### src/rtl/strobe_latch_pkg.sv
package strobe_latch_pkg;
  parameter int unsigned DEF_WORD_W      = 12;
  parameter int unsigned DEF_SYNC_STAGES = 2;

  typedef enum logic [1:0] {
    ACT_NONE   = 2'd0,
    ACT_BYPASS = 2'd1,
    ACT_QUEUE  = 2'd2
  } stb_act_e;
endpackage

### src/rtl/sync_edge.sv
module sync_edge #(
  parameter int unsigned STAGES = 2,
  parameter bit          FALL   = 1'b0
) (
  input  logic clk_i,
  input  logic rst_ni,
  input  logic async_i,
  output logic evt_o
);
  localparam int unsigned LAST = STAGES;

  logic [LAST:0] sh_q;

  always_ff @(posedge clk_i or negedge rst_ni) begin
    if (!rst_ni) sh_q <= '0;
    else         sh_q <= {sh_q[LAST-1:0], async_i};
  end

  generate
    if (FALL) begin : g_fall
      assign evt_o = sh_q[LAST] & ~sh_q[LAST-1];
    end else begin : g_rise
      assign evt_o = sh_q[LAST-1] & ~sh_q[LAST];
    end
  endgenerate
endmodule

### src/rtl/latch_core.sv
module latch_core
  import strobe_latch_pkg::*;
#(
  parameter int unsigned WORD_W = DEF_WORD_W
) (
  input  logic              clk_i,
  input  logic              rst_ni,
  input  logic              stb_evt_i,
  input  logic              prom_evt_i,
  input  logic [WORD_W-1:0] word_i,
  output logic              rear_v_o,
  output logic [WORD_W-1:0] rear_d_o,
  output logic              front_v_o,
  output logic [WORD_W-1:0] front_d_o,
  output logic              ack_o,
  output logic              take_o,
  output logic [WORD_W-1:0] take_d_o
);
  logic              rear_v_q, front_v_q, ack_q;
  logic [WORD_W-1:0] rear_d_q, front_d_q;
  logic              rear_v_p, front_v_p;
  logic [WORD_W-1:0] rear_d_p;
  logic              rear_v_d, front_v_d, ack_d;
  logic [WORD_W-1:0] rear_d_d, front_d_d;
  stb_act_e          act;

  // stage 1: promotion
  always_comb begin
    rear_v_p  = rear_v_q;
    rear_d_p  = rear_d_q;
    front_v_p = front_v_q;
    if (prom_evt_i) begin
      rear_v_p  = front_v_q;
      rear_d_p  = front_d_q;
      front_v_p = 1'b0;
    end
  end

  // stage 2: strobe placed against post-promotion state
  always_comb begin
    act = ACT_NONE;
    if (stb_evt_i) act = rear_v_p ? ACT_QUEUE : ACT_BYPASS;
  end

  always_comb begin
    rear_v_d  = rear_v_p;
    rear_d_d  = rear_d_p;
    front_v_d = front_v_p;
    front_d_d = front_d_q;
    ack_d     = ack_q;
    if (prom_evt_i && front_v_q) ack_d = 1'b1;
    unique case (act)
      ACT_BYPASS: begin
        rear_v_d = 1'b1;
        rear_d_d = word_i;
        ack_d    = 1'b1;
      end
      ACT_QUEUE: begin
        front_v_d = 1'b1;
        front_d_d = word_i;
        ack_d     = 1'b0;
      end
      default: ;
    endcase
  end

  always_ff @(posedge clk_i or negedge rst_ni) begin
    if (!rst_ni) begin
      rear_v_q  <= 1'b0;
      rear_d_q  <= '0;
      front_v_q <= 1'b0;
      front_d_q <= '0;
      ack_q     <= 1'b0;
    end else begin
      rear_v_q  <= rear_v_d;
      rear_d_q  <= rear_d_d;
      front_v_q <= front_v_d;
      front_d_q <= front_d_d;
      ack_q     <= ack_d;
    end
  end

  assign rear_v_o  = rear_v_q;
  assign rear_d_o  = rear_d_q;
  assign front_v_o = front_v_q;
  assign front_d_o = front_d_q;
  assign ack_o     = ack_q;
  assign take_o    = prom_evt_i & rear_v_q;
  assign take_d_o  = rear_d_q;
endmodule

### src/rtl/enc_hold_reg.sv
module enc_hold_reg #(
  parameter int unsigned WORD_W = 12
) (
  input  logic              clk_i,
  input  logic              rst_ni,
  input  logic              take_i,
  input  logic [WORD_W-1:0] take_d_i,
  output logic [WORD_W-1:0] word_o,
  output logic              load_o
);
  always_ff @(posedge clk_i or negedge rst_ni) begin
    if (!rst_ni) begin
      word_o <= '0;
      load_o <= 1'b0;
    end else begin
      load_o <= take_i;
      if (take_i) word_o <= take_d_i;
    end
  end
endmodule

### src/rtl/strobe_latch.sv
module strobe_latch
  import strobe_latch_pkg::*;
#(
  parameter int unsigned WORD_W      = DEF_WORD_W,
  parameter int unsigned SYNC_STAGES = DEF_SYNC_STAGES
) (
  input  logic              clk_i,
  input  logic              rst_ni,
  input  logic              byte_clk_i,
  input  logic              strobe_i,
  input  logic [WORD_W-1:0] word_i,
  output logic [WORD_W-1:0] enc_word_o,
  output logic              enc_load_o,
  output logic              ack_o,
  output logic              busy_o
);
  logic              stb_evt, prom_evt;
  logic              rear_v, front_v, take;
  logic [WORD_W-1:0] rear_d, front_d, take_d;

  sync_edge #(.STAGES(SYNC_STAGES), .FALL(1'b0)) u_stb_sync (
    .clk_i  (clk_i),
    .rst_ni (rst_ni),
    .async_i(strobe_i),
    .evt_o  (stb_evt)
  );

  sync_edge #(.STAGES(SYNC_STAGES), .FALL(1'b1)) u_byte_sync (
    .clk_i  (clk_i),
    .rst_ni (rst_ni),
    .async_i(byte_clk_i),
    .evt_o  (prom_evt)
  );

  latch_core #(.WORD_W(WORD_W)) u_core (
    .clk_i     (clk_i),
    .rst_ni    (rst_ni),
    .stb_evt_i (stb_evt),
    .prom_evt_i(prom_evt),
    .word_i    (word_i),
    .rear_v_o  (rear_v),
    .rear_d_o  (rear_d),
    .front_v_o (front_v),
    .front_d_o (front_d),
    .ack_o     (ack_o),
    .take_o    (take),
    .take_d_o  (take_d)
  );

  enc_hold_reg #(.WORD_W(WORD_W)) u_enc (
    .clk_i   (clk_i),
    .rst_ni  (rst_ni),
    .take_i  (take),
    .take_d_i(take_d),
    .word_o  (enc_word_o),
    .load_o  (enc_load_o)
  );

  assign busy_o = front_v;
endmodule

### config.mk
export PLATFORM = sky130hd
export DESIGN_NAME = strobe_latch
export DESIGN_NICKNAME = d
export VERILOG_FILES = /design/src/rtl/strobe_latch_pkg.sv /design/src/rtl/sync_edge.sv /design/src/rtl/latch_core.sv /design/src/rtl/enc_hold_reg.sv /design/src/rtl/strobe_latch.sv
export SDC_FILE = /design/constraint.sdc
export NUM_CORES = 1
export LEC_CHECK = 0
export BUFFER_PORTS_ARGS = -buffer_cell sky130_fd_sc_hd__buf_2
export CAP_MARGIN = 30
export CORE_MARGIN = 10
export CORE_UTILIZATION = 50
export CTS_CLUSTER_SIZE = 40
export DETAILED_ROUTE_END_ITERATION = 10
export PLACE_DENSITY = 0.71
export SETUP_SLACK_MARGIN = 0.05
export SYNTH_ARGS = -nofsm -noshare
export SYNTH_HDL_FRONTEND = slang
export SYNTH_HIERARCHICAL = 1
export SYNTH_SLANG_ARGS = --single-unit
### constraint.sdc
create_clock -name clk_i -period 2.3 [get_ports clk_i]
set_clock_uncertainty 0.2 [all_clocks]
set_input_delay 0.46 -clock clk_i [delete_from_list [all_inputs] [get_ports clk_i]]
set_output_delay 0.46 -clock clk_i [all_outputs]
set_load 0.05 [all_outputs]
=== Word-level counts from Yosys, hierarchy flattened ===
Index checks and enable logic that the tools add are counted.

* Shift operators: 0
* Reductions and logical operators: 4
* Multiply operators: 0
* Magnitude comparators: 0
* Muxes and demuxes: 10
* Div/mod/pow operators: 0
* Equality and inequality tests: 2
* Bitwise logic cells: 5
* $add $sub $neg: 0

{| class="wikitable"
|+ Operators with widths
! operator !! number
|-
| $mux 12 || 2
|-
| $mux 1 || 5
|-
| $mux 2 || 2
|-
| $reduce_bool 2->1 || 2
|-
| $and 1x1->1 || 3
|-
| $reduce_bool 3->1 || 1
|-
| $eq 2x1->1 const B || 1
|-
| $eq 2x2->1 const B || 1
|-
| $not 1->1 || 2
|-
| $pmux 1 s2 || 1
|-
| $logic_and 1x1->1 || 1
|}

* Register bits after elaboration: 46
* Memory bits (read-only): 0
* Latch bits: 0
* Memories: 0
* Bits of input ports: 16
* Logic and storage cells: 30
* Memory bits (writable): 0
* Output and inout bits: 15

=== Depth between registers and ports, before layout ===
* Word-level depth: 7
* Gate-level depth with buffers: 6
* Depth with buffers taken out: 4

=== Modules after synthesis ===
The synthesis kept the hierarchy.

{| class="wikitable"
|+ By module, submodules not included
! module !! cells an instance !! area each (um^2) !! times used !! sequential area each (um^2)
|-
| latch_core || 91 || 1370.1 || 1 || 675.6
|-
| enc_hold_reg || 26 || 509.2 || 1 || 325.3
|-
| sync_edge || 4 || 88.8 || 2 || 75.1
|}

=== Least setup slack after synthesis ===
No wires, ideal clock.

* Path type: flip-flop to flip-flop
* Start: register u_byte_sync.sh_q[1]
* End: register u_enc.word_o[0]
* Path buffers: 3
* Data arrival time: 1.498 ns
* Path slack: 0.476 ns
* Cell stages (with the launch flop): 7
* Cells stage by stage: dfrtp_1 -> nor2b_4 -> buf_6 -> buf_2 -> and2_1 -> buf_6 -> mux2_4

* Longest elaborated chain between the ends: 3

{| class="wikitable"
|+ RTL lines
! item !! RTL line !! RTL
|-
| start: declaration || sync_edge.sv:12 || <nowiki>logic [LAST:0] sh_q;</nowiki>
|-
| start signal: assignment || sync_edge.sv:16 || <nowiki>else sh_q <= {sh_q[LAST-1:0], async_i};</nowiki>
|-
| $not 1->1 || sync_edge.sv:21 || <nowiki>assign evt_o = sh_q[LAST] & ~sh_q[LAST-1];</nowiki>
|-
| $and 1x1->1 || sync_edge.sv:21 ||
|-
| net prom_evt || strobe_latch.sv:17 || <nowiki>logic stb_evt, prom_evt;</nowiki>
|-
| $and 1x1->1 || latch_core.sv:88 || <nowiki>assign take_o = prom_evt_i & rear_v_q;</nowiki>
|-
| net take || strobe_latch.sv:18 || <nowiki>logic rear_v, front_v, take;</nowiki>
|-
| end signal: assignment || enc_hold_reg.sv:17 || <nowiki>if (take_i) word_o <= take_d_i;</nowiki>
|-
| end: declaration || enc_hold_reg.sv:8 || <nowiki>output logic [WORD_W-1:0] word_o,</nowiki>
|}

The timed path passes the listed nets, and every way through them passes these cells.
A chain may end at the register's enable or synchronous reset.

=== Worst setup path in the final report ===
* Start: register u_byte_sync.sh_q[1]
* End: register u_core.rear_d_q[10] (netlist: u_core/rear_d_o[10])

* Longest elaborated chain between the ends: 7
* Elaborated cells on any way between the ends: 8
* Those cells by class: eq/ne (1); mux (4); bitwise (2); reduce/logical (1)

{| class="wikitable"
|+ RTL lines
! item !! RTL line !! RTL
|-
| $not 1->1 * || sync_edge.sv:21 ||
|-
| $and 1x1->1 * || sync_edge.sv:21 ||
|-
| net prom_evt || strobe_latch.sv:17 ||
|-
| $mux 1 || latch_core.sv:32 || <nowiki>if (prom_evt_i) begin</nowiki>
|-
| $mux 2 (2 in a row) || latch_core.sv:42 || <nowiki>if (stb_evt_i) act = rear_v_p ? ACT_QUEUE : ACT_BYPASS;</nowiki>
|-
| $eq 2x1->1 || latch_core.sv:52 || <nowiki>unique case (act)</nowiki>
|-
| $mux 12 / $reduce_bool 2->1 (equally long branches) || - ||
|-
| end signal: assignment || latch_core.sv:76 || <nowiki>rear_d_q <= rear_d_d;</nowiki>
|-
| end: declaration || latch_core.sv:20 || <nowiki>logic [WORD_W-1:0] rear_d_q, front_d_q;</nowiki>
|}

The timed path passes the listed nets; every way through them passes the cells marked *.

==> results.md <==
* Ys async rst share at 1.000
* # diodes at 0
* Flop2flop setup slack at 290 ps
* Clock Latency Late Sink at 290 ps
* Setup slack after layout at 294.3 ps
* Reg2reg path depth at 4
* Synthesized area per cell at 16.46 µm²
* Peak supply drop at 0.4957 mV
* # fillers at 327
* Ports at 31
* Routability cong. at 0.7341
* First-pass DRT Iterations at 4
* Met2 Wirelength at 1.583 mm
* Vias in the first global route at 1110
* Crit path launch type: flop
* Die W at 84.14 µm
* Routed wl met3 at 151 µm
* Pre-CTS setup slack at 288.0 ps
* Met1 WL at 1.401 mm
* Post-Syn Instances at 125
* Hold Crit Class: primary input to flop
* Setup TNS at 0 ps
* DR vias/cell at 4.889
* PD cells at 1242 mW/mm²
* Port buffer count at 30
* Fin nets at 165
* Vias at 973
* Yosys Warn Count at 6
* Hold Vio Cnt, Final at 0
* DR top layer: met4
* Outcome: completed
* Clock sink count at 46
* Drt total wl at 3.199 mm
* Initial drt markers at 45
* Max cap viols at 0
* Relative slew slack at 0.5864
* Final Slew Violations at 0
* Hold path depth at 1
* Die area at 0.007080 mm²
* Worst EP arrival at 1980 ps
* Initial antenna violation count at 0
* Largest net degree at the start of global routing at 29
* Multi-input gate area at 754.5 µm²
* Seq/Total Area, Yosys at 0.5596
* RSZ-0062 raised after global routing: no
* Netlist cell types at 18
* Tcrit/Tclk final at 0.8720
* EDFF count, synth at 0
* Row count at 23
* Reg2reg start: u_byte_sync/sh_q[1]
* WL/cell at 16.08 µm
* Total GRT Usage at 0.09786
* CP Max Fanout at 12
* Post-CTS Setup Bufs at 0
* Syn_nets at 141
* Starting density of the core at 0.5142
* Leak Pwr at 1.093 nW
* Total grt overflow at 0
* Clk slew on worst S/H paths at 70 ps
* Main synth FF type: dfrtp_1
* Seq cells post-synth at 46
* Layout cells sized above 1 at 0.6107
* Hold endpoint: u_stb_sync/sh_q[0]
* CTS root buffer: clkbuf_8
* Critical path endpoint category: flop
* Critical path type: flop to flop
* Worst-Margin Slew at 620.5 ps
* Number of buffers created by CTS at 5
* Post-cts sizing count at 0
* Area grow syn2layout at 8.637%
* Core Box Area at 0.004000 mm²
* Data required, critical path at 2280 ps
* Reg area at 0.001151 mm²
* Die height at 84.14 µm
* CTS max path bufs at 2
* Fmax at 498.6 MHz
* CTS tree: yes
* Synth Cell Area at 0.002057 mm²
* # H-tree levels at 2
* Setup violators final at 0
* Hpwl dp at 2.311 mm
* Worst reg2reg path endpoint: u_core/rear_d_o[10]
* Antenna Violating Nets Remaining at 0
* HP Start: strobe_i
* Drt drc at 0
* First-pass GRT wire length at 5.526 mm
* Tmin final at 2006 ps
## repair_timing
action / CTS / global route
endpoints found under the hold margin: 27 / 0
hold buffers: 1 / 0
endpoints found under the setup margin: 0 / 0
## cells in the final DEF (no fill, tap or decap)
cell type      instances
a22oi_1                1
and2_1                 1
buf_2                 30
buf_4                  3
clkbuf_1               2
clkbuf_8               5
dfrtp_1               46
dlygate4sd3_1          1
inv_1                  2
mux2_2                19
mux2_4                29
mux2i_2                1
nand2_2                1
nand2b_4               1
nor2_1                 1
nor2b_4                2
o21ai_0                2
or2b_1                 1
xor2_1                 1
## cells by family after synthesis
kind of cell           synth area share
buffers and inverters           0.07360
AND/OR/NAND/NOR                 0.03163
XOR/XNOR                       0.004259
AO/OA/AOI/OAI                  0.008517
multiplexers                     0.3224
flip-flops                       0.5596
## stage by stage
stage | std cells | hold slack (ps) | area (µm²) | util | power (mW)
4_1_cts | 199 | 60.43 | 2235 | 0.5586 | 2.812
2_1_floorplan | 125 | -35.59 | 2057 | - | 2.222
5_1_grt | 199 | 56.52 | 2235 | 0.5586 | 2.936
6_report | 199 | 71.38 | 2235 | 0.5586 | 2.775
3_3_place_gp | 191 | 137.9 | 2148 | 0.5371 | 2.331
3_5_place_dp | 191 | 136.3 | 2148 | 0.5371 | 2.357
## area by class of cell
type / instances / share of cell area
inverters: 2 / 0.003359
repair buffers: 34 / 0.08175
multi-input cells: 60 / 0.3376
flip-flops and latches: 46 / 0.5151
well taps: 50 / 0.02800
clock buffers: 7 / 0.03415
## routing by layer
layer	global-route usage	vias up
li1	-	463
met4	0.04110	0
met5	0	-
met3	0.03865	6
met1	0.1107	485
met2	0.1604	19
## cell usage after synthesis (all sizes together) (2+ instances only)
master,count,area (µm²)
mux2,48,649.4
o21ai,2,10.01
dfrtp,46,1151
inv,2,7.510
buf,17,143.9
nor2b,2,27.53
## worst max path at each step
| stage | startpoint | endpoint | slack [ps] | depth (start not counted) |
|---|---|---|---|---|
| global route | u_byte_sync/sh_q[1] | u_core/rear_d_o[2] | 160 | 4 |
| CTS | u_byte_sync/sh_q[1] | u_core/rear_d_o[10] | 260 | 4 |
| floorplan | u_byte_sync/sh_q[1] | u_enc/word_o[0] | 480 | 6 |
| finish | u_byte_sync/sh_q[1] | u_core/rear_d_o[10] | 290 | 4 |
| detailed placement | u_byte_sync/sh_q[1] | u_core/rear_d_o[6] | 290 | 4 |
| global placement | u_byte_sync/sh_q[1] | u_core/front_d_o[9] | 340 | 4 |
## state kept, by name, indices dropped and copies added (netlist names)
signal            cells
u_core/front_d_o     12
u_core/rear_d_o      12
u_enc/word_o         12
u_byte_sync/sh_q      3
u_stb_sync/sh_q       3
u_core/ack_o          1
u_core/front_v_o      1
u_core/rear_v_o       1
u_enc/load_o          1
## worst max-delay path: stages (launching register included)
cell and delay (ps):
dfrtp_1 400, nor2b_4 270, mux2i_2 320, nand2_2 320
mux2_4 390
## report_power, final
group          leakage [nW]  total (mW)  switching [mW]  internal, mW
sequential            0.538        1.22           0.139          1.08
combinational         0.516        1.11           0.623         0.486
clock                0.0383       0.451           0.242         0.209
total                  1.09        2.78            1.00          1.77
No activity file was read; power rests on OpenSTA's default activity.
